File: config.mk
export PLATFORM = sky130hd
export DESIGN_NAME = irq_approve_ctrl
export DESIGN_NICKNAME = d
export VERILOG_FILES = /design/src/rtl/irq_pkg.sv /design/src/rtl/irq_pin_capture.sv /design/src/rtl/irq_flag_bank.sv /design/src/rtl/irq_lowest_pick.sv /design/src/rtl/irq_approve_ctrl.sv
export SDC_FILE = /design/constraint.sdc
export NUM_CORES = 1
export LEC_CHECK = 0
export ABC_AREA = 0
export ABC_CLOCK_PERIOD_IN_PS = 3580
export BUFFER_PORTS_ARGS = -buffer_cell sky130_fd_sc_hd__buf_2
export CORE_MARGIN = 4
export CORE_UTILIZATION = 25
export CTS_BUF_LIST = sky130_fd_sc_hd__clkbuf_8 sky130_fd_sc_hd__clkbuf_16
export DETAILED_ROUTE_END_ITERATION = 6
export GPL_TIMING_DRIVEN = 0
export HOLD_SLACK_MARGIN = 0.12
export PLACE_DENSITY = 0.41
export REMOVE_ABC_BUFFERS = 1
export SYNTH_ARGS = -nofsm -noshare
export SYNTH_HDL_FRONTEND = slang
export SYNTH_SLANG_ARGS = --single-unit
export TNS_END_PERCENT = 5
File: constraint.sdc
create_clock -name clk -period 3.58 [get_ports clk]
set_clock_uncertainty 0.2 [all_clocks]
set_input_delay 0.179 -clock clk [delete_from_list [all_inputs] [get_ports clk]]
set_output_delay 0.179 -clock clk [all_outputs]
set_load 0.05 [all_outputs]
File: src/rtl/irq_pkg.sv
package irq_pkg;

   typedef enum logic [2:0] {
      SRC_NONE,
      SRC_RESET,
      SRC_ILLEGAL,
      SRC_SOFT,
      SRC_NMI,
      SRC_MASKABLE
   } src_e;

endpackage

File: src/rtl/irq_pin_capture.sv
module irq_pin_capture #(
   parameter int WIDTH       = 17,
   parameter int SYNC_STAGES = 0
) (
   input  logic             clk,
   input  logic             rst_n,
   input  logic [WIDTH-1:0] pins_i,
   output logic [WIDTH-1:0] rise_o
);

   logic [WIDTH-1:0] level;
   logic [WIDTH-1:0] prev_q;

   generate
      if (SYNC_STAGES == 0) begin : g_direct
         assign level = pins_i;
      end else begin : g_sync
         logic [WIDTH-1:0] stage_q [SYNC_STAGES];
         always_ff @(posedge clk or negedge rst_n) begin
            if (!rst_n) begin
               for (int s = 0; s < SYNC_STAGES; s++) stage_q[s] <= '0;
            end else begin
               stage_q[0] <= pins_i;
               for (int s = 1; s < SYNC_STAGES; s++) stage_q[s] <= stage_q[s-1];
            end
         end
         assign level = stage_q[SYNC_STAGES-1];
      end
   endgenerate

   always_ff @(posedge clk or negedge rst_n) begin
      if (!rst_n) prev_q <= '0;
      else        prev_q <= level;
   end

   assign rise_o = level & ~prev_q;

endmodule

File: src/rtl/irq_flag_bank.sv
module irq_flag_bank #(
   parameter int WIDTH = 16
) (
   input  logic             clk,
   input  logic             rst_n,
   input  logic [WIDTH-1:0] set_i,
   input  logic [WIDTH-1:0] clr_i,
   output logic [WIDTH-1:0] flags_o
);

   logic [WIDTH-1:0] flags_q;

   // a fresh edge wins over a clear in the same cycle so no request is lost
   always_ff @(posedge clk or negedge rst_n) begin
      if (!rst_n) flags_q <= '0;
      else        flags_q <= (flags_q & ~clr_i) | set_i;
   end

   assign flags_o = flags_q;

endmodule

File: src/rtl/irq_lowest_pick.sv
module irq_lowest_pick #(
   parameter int WIDTH = 16,
   localparam int IDX_W = $clog2(WIDTH)
) (
   input  logic [WIDTH-1:0] req_i,
   output logic             found_o,
   output logic [IDX_W-1:0] idx_o
);

   always_comb begin
      found_o = 1'b0;
      idx_o   = '0;
      for (int k = WIDTH - 1; k >= 0; k--) begin
         if (req_i[k]) begin
            found_o = 1'b1;
            idx_o   = IDX_W'(k);
         end
      end
   end

endmodule

File: src/rtl/irq_approve_ctrl.sv
module irq_approve_ctrl
   import irq_pkg::*;
#(
   parameter int NUM_LINES   = 16,
   parameter int VEC_W       = 5,
   parameter int SYNC_STAGES = 0
) (
   input  logic                 clk,
   input  logic                 rst_n,
   input  logic [NUM_LINES-1:0] line_i,
   input  logic                 nmi_i,
   input  logic                 ill_trap_i,
   input  logic                 sw_req_i,
   input  logic [VEC_W-1:0]     sw_num_i,
   input  logic                 en_wr_i,
   input  logic [NUM_LINES-1:0] en_wdata_i,
   input  logic                 dbg_en_wr_i,
   input  logic [NUM_LINES-1:0] dbg_en_wdata_i,
   input  logic                 gmask_i,
   input  logic                 dbgmask_i,
   input  logic                 rt_halt_i,
   input  logic                 stop_i,
   input  logic                 ack_i,
   output logic                 approve_o,
   output logic [VEC_W-1:0]     vec_o,
   output logic [NUM_LINES-1:0] flags_o
);

   localparam int IDX_W   = $clog2(NUM_LINES);
   localparam int PINS    = NUM_LINES + 1;
   localparam int VEC_RST = 0;
   localparam int VEC_NMI = NUM_LINES + 2;
   localparam int VEC_ILL = NUM_LINES + 3;

   generate
      if (NUM_LINES < 2) begin : g_bad_lines
         $error("NUM_LINES must be at least 2");
      end
      if (VEC_ILL >= (1 << VEC_W)) begin : g_bad_vec
         $error("VEC_W too narrow for the vector numbering");
      end
      if (SYNC_STAGES < 0) begin : g_bad_sync
         $error("SYNC_STAGES must not be negative");
      end
   endgenerate

   // ---------------- pin edge capture ----------------
   logic [PINS-1:0] rise;

   irq_pin_capture #(
      .WIDTH       (PINS),
      .SYNC_STAGES (SYNC_STAGES)
   ) u_capture (
      .clk    (clk),
      .rst_n  (rst_n),
      .pins_i ({nmi_i, line_i}),
      .rise_o (rise)
   );

   // ---------------- enable registers ----------------
   logic [NUM_LINES-1:0] en_q;
   logic [NUM_LINES-1:0] dbg_en_q;

   always_ff @(posedge clk or negedge rst_n) begin
      if (!rst_n) begin
         en_q     <= '0;
         dbg_en_q <= '0;
      end else begin
         if (en_wr_i)     en_q     <= en_wdata_i;
         if (dbg_en_wr_i) dbg_en_q <= dbg_en_wdata_i;
      end
   end

   // ---------------- flag register ----------------
   logic [NUM_LINES-1:0] flag_clr;
   logic [NUM_LINES-1:0] flags;

   irq_flag_bank #(
      .WIDTH (NUM_LINES)
   ) u_flags (
      .clk     (clk),
      .rst_n   (rst_n),
      .set_i   (rise[NUM_LINES-1:0]),
      .clr_i   (flag_clr),
      .flags_o (flags)
   );

   // ---------------- maskable eligibility ----------------
   logic [NUM_LINES-1:0] dbg_gate;
   logic [NUM_LINES-1:0] eligible;
   logic                 mask_found;
   logic [IDX_W-1:0]     mask_idx;

   assign dbg_gate = rt_halt_i ? (dbg_en_q & {NUM_LINES{~dbgmask_i}})
                               : {NUM_LINES{1'b1}};
   assign eligible = flags & en_q & dbg_gate & {NUM_LINES{~gmask_i}};

   irq_lowest_pick #(
      .WIDTH (NUM_LINES)
   ) u_pick (
      .req_i   (eligible),
      .found_o (mask_found),
      .idx_o   (mask_idx)
   );

   // ---------------- nonmaskable pending state ----------------
   logic             rst_pend_q;
   logic             ill_pend_q;
   logic             nmi_pend_q;
   logic             sw_pend_q;
   logic [VEC_W-1:0] sw_num_q;
   logic             busy_q;
   logic             take;
   src_e             src;
   logic [VEC_W-1:0] vec_next;

   always_comb begin
      if (rst_pend_q)      src = SRC_RESET;
      else if (ill_pend_q) src = SRC_ILLEGAL;
      else if (sw_pend_q)  src = SRC_SOFT;
      else if (nmi_pend_q) src = SRC_NMI;
      else if (mask_found) src = SRC_MASKABLE;
      else                 src = SRC_NONE;
   end

   assign take = !busy_q && !stop_i && (src != SRC_NONE);

   always_comb begin
      unique case (src)
         SRC_RESET:    vec_next = VEC_W'(VEC_RST);
         SRC_ILLEGAL:  vec_next = VEC_W'(VEC_ILL);
         SRC_SOFT:     vec_next = sw_num_q;
         SRC_NMI:      vec_next = VEC_W'(VEC_NMI);
         SRC_MASKABLE: vec_next = VEC_W'(mask_idx) + VEC_W'(1);
         default:      vec_next = '0;
      endcase
   end

   generate
      for (genvar k = 0; k < NUM_LINES; k++) begin : g_clr
         assign flag_clr[k] = take &&
            ((src == SRC_MASKABLE && mask_idx == IDX_W'(k)) ||
             (src == SRC_SOFT     && sw_num_q == VEC_W'(k + 1)));
      end
   endgenerate

   always_ff @(posedge clk or negedge rst_n) begin
      if (!rst_n) begin
         rst_pend_q <= 1'b1;
         ill_pend_q <= 1'b0;
         nmi_pend_q <= 1'b0;
         sw_pend_q  <= 1'b0;
         sw_num_q   <= '0;
      end else begin
         if (take && src == SRC_RESET) rst_pend_q <= 1'b0;

         if (ill_trap_i)                      ill_pend_q <= 1'b1;
         else if (take && src == SRC_ILLEGAL) ill_pend_q <= 1'b0;

         if (rise[NUM_LINES])             nmi_pend_q <= 1'b1;
         else if (take && src == SRC_NMI) nmi_pend_q <= 1'b0;

         if (sw_req_i && (!sw_pend_q || (take && src == SRC_SOFT))) begin
            sw_pend_q <= 1'b1;
            sw_num_q  <= sw_num_i;
         end else if (take && src == SRC_SOFT) begin
            sw_pend_q <= 1'b0;
         end
      end
   end

   // ---------------- approval handshake ----------------
   always_ff @(posedge clk or negedge rst_n) begin
      if (!rst_n) begin
         busy_q    <= 1'b0;
         approve_o <= 1'b0;
         vec_o     <= '0;
      end else begin
         approve_o <= take;
         if (take) begin
            vec_o  <= vec_next;
            busy_q <= 1'b1;
         end else if (ack_i) begin
            busy_q <= 1'b0;
         end
      end
   end

   assign flags_o = flags;

endmodule

==> results.tsv <==
metric	value	unit
setup_viol	0	
synth_commonest_cells	dfrtp_1, mux2_2, nand2_1	
cts_root_buffer	clkbuf_16	
fp-row-count	45	
setup.worst_path.start	u_flags.flags_o[5]	
avgSynthCellArea	11.1	um^2
slowest_delay	0.70	ns
synthArstFlopShare	100	%
synth.cell_area	3870	um^2
crit_family	simple AND/OR/NAND/NOR gates	
wire_per_inst	16.4	um
clk_latency	0.34	ns
coreArea	15200	um^2
synthCells	350	
io_pins	87	
port_buffers	86	
fp.dieArea	17600	um^2
cts-buffers-inserted	9	
vias	3165	
initial_core_util	25.5	%
yosys.area.top_type_share	51.7	%
tns	0	ns
min_period	3.05	ns
worstHoldStart	dbg_en_wr_i	
groute.usage.overall	13.7	%
slowest_stage	o21ai_4	
clkTransAtPathRegs	0.06	ns
critPathKind	reg -> reg	
r2r_slack	0.53	ns
yosys_warnings	0	
ant_nets	0	
p_leak	2.31	nW
clock_path_buffers	2	
hold_viol	0	
synth-seq-area-share	52.3	%
gp_congestion	0.780	
power_per_cell_area	474	nW/um^2
r2r-end	vec_o[3]	
r2r-start	u_flags.flags_o[5]	
crit_required	3.59	ns
dr.pass1.iters	4	
grt_max_degree	44	
dieHeight	133	um
drv_slew	0	
yosysUniqueCellTypes	53	
drv_cap	0	
p_int	1.81	mW
end_kind	flop	
grt_pass1_vias	3437	
post-synth-top-count-cell	dfrtp_1	
seqPwrFrac	42.7	%
path_buf_inv	1	
ys_ff_latch	81	
outcome	completed	
hp-class	in -> reg	
gr-total-overflow	0	
finalPower	2.57	mW
power_frac_clock	35.7	%
yosysTopAreaCell	dfrtp_1	
htree_levels	3	
whs_path_depth	2	
worst_pin_slew	0.851	ns
cp.arrival	3.05	ns
max-vdd-ir-drop	0.233	mV
cp_max_fo	27	
rsz0062_at_grt	no	
p_switching	0.761	mW
worst_r2r_path_depth	8	
combPwrFrac	21.6	%
die_w	133	um
antenna_cells	0	
placed_cell_area	4500	um^2
synth_edf_count	0	
antenna_found_initial	0	
path_cells	nand2_1 -> a211oi_4 -> nor4_1 -> nand4_1 -> o21ai_4 -> inv_2 -> mux2i_1 -> nand3_1	
holdPathEnd	dbg_en_q[1]	
period_share	85.1	%
max_freq	328	MHz
areaGrowthSynthToFinish	39.7	%
drive_gt1_share	30.4	%
synth_flop_cell	dfrtp_1	
clock_sinks	81	
start_kind	flop	
post-route-cell-area	5420	um^2
dp_hpwl	8510	um
slew_headroom	42.5	%
viasPerCell	4.60	
detail_route.iter0.violations	139	
layout.nets	565	
wirelength	11300	um
grt_pass1_wl	18600	um
synthTopCellsByArea	dfrtp_1, mux2_2, a211oi_1, o21ai_1, nand2_1	
drc	0	
cts_tree	yes	
p_sw_share	29.6	%
## power groups by stage
stage               Clock (mW)  Combinational [mW]  Sequential, mW
floorplan                    0               0.263            1.15
global placement             0               0.495            1.11
detailed placement           0               0.507            1.12
CTS                      0.953               0.560            1.10
global route             0.996               0.619            1.11
finish                   0.917               0.555            1.10
## layer usage
metal | global-route usage [%] | routed length (um) | up-vias
met5 | 0 | 0 | -
met1 | 18.4 | 5300 | 1517
met2 | 20.8 | 5260 | 69
li1 | - | - | 1569
met4 | 5.83 | 161 | 0
met3 | 3.50 | 534 | 10
## cells in the final DEF (no fill, tap or decap), types with 6 or more instances in the layout
cell | Yosys | final
a211oi_1 | 17 | 17
a22oi_1 | 6 | 6
buf_2 | 2 | 85
clkbuf_16 | 0 | 9
dfrtp_1 | 80 | 80
dlygate4sd3_1 | 0 | 61
inv_1 | 23 | 24
mux2_2 | 37 | 37
nand2_1 | 29 | 29
nand2b_1 | 16 | 16
nor2_1 | 18 | 18
o21ai_1 | 24 | 24
o31ai_1 | 6 | 6
## worst register-to-register path: stages, from the launching register on
cell and delay, ns:
dfrtp_1 0.44, nand2_1 0.14, a211oi_4 0.07, nor4_1 0.61
nand4_1 0.34, o21ai_4 0.70, inv_2 0.15, mux2i_1 0.18
nand3_1 0.08
## worst max-delay path by stage
stage / end / slack (ns) / cells past startpoint
final: vec_o[3] / 0.53 / 8
after floorplan: vec_o[2] / 0.72 / 10
after global placement: vec_o[3] / 0.13 / 8
after CTS: vec_o[3] / 0.13 / 8
after global routing: vec_o[3] / 0.23 / 8
after detailed placement: vec_o[3] / 0.05 / 8
## logic make-up (layout without fill, tap and decap cells)
family | Yosys count | count (layout) | synth area share, %
adders and majority gates | 4 | 4 | 1.29
and+or+nand+nor | 97 | 97 | 14.0
DFF | 81 | 81 | 52.3
buffers and inverters | 37 | 187 | 4.13
muxes | 38 | 38 | 11.0
AOI/OAI and AO/OA | 93 | 93 | 17.2
## sequential cells by signal, summed over array words and instances (netlist names)
signal	cells
ill_pend_q	1
nmi_pend_q	1
rst_pend_q	1
en_q	16
u_capture.prev_q	17
vec_o	5
u_flags.flags_o	16
busy_q	1
dbg_en_q	16
sw_num_q	5
sw_pend_q	1
approve_o	1
## repair_timing
action | 4_1_cts | 5_1_grt
resized for setup | 0 | 1
hold buffers | 61 | 0
setup endpoints to repair | 0 | 2
endpoints found under the hold margin | 156 | 0
setup buffers | 0 | 0
## metrics by stage
stage | hold slack, ns | cells | utilization, % | setup slack (ns)
after floorplan | -0.317 | 337 | - | 0.718
after global placement | 0.101 | 611 | 29.4 | 0.130
after detailed placement | 0.00290 | 612 | 29.6 | 0.0514
after CTS | 0.155 | 688 | 35.6 | 0.132
after global routing | 0.163 | 688 | 35.6 | 0.231
final | 0.163 | 688 | 35.6 | 0.533
## cell type report
type                       instances  area [um^2]
timing repair buffer             148         1070
multi-input combinational        232         1690
clock inverter                     4         43.8
tap                              188          235
clock buffer                      11          253
sequential                        81         2030
inverter                          24         90.1
fill                            1552         9790
No activity file was read; power rests on OpenSTA's default activity.
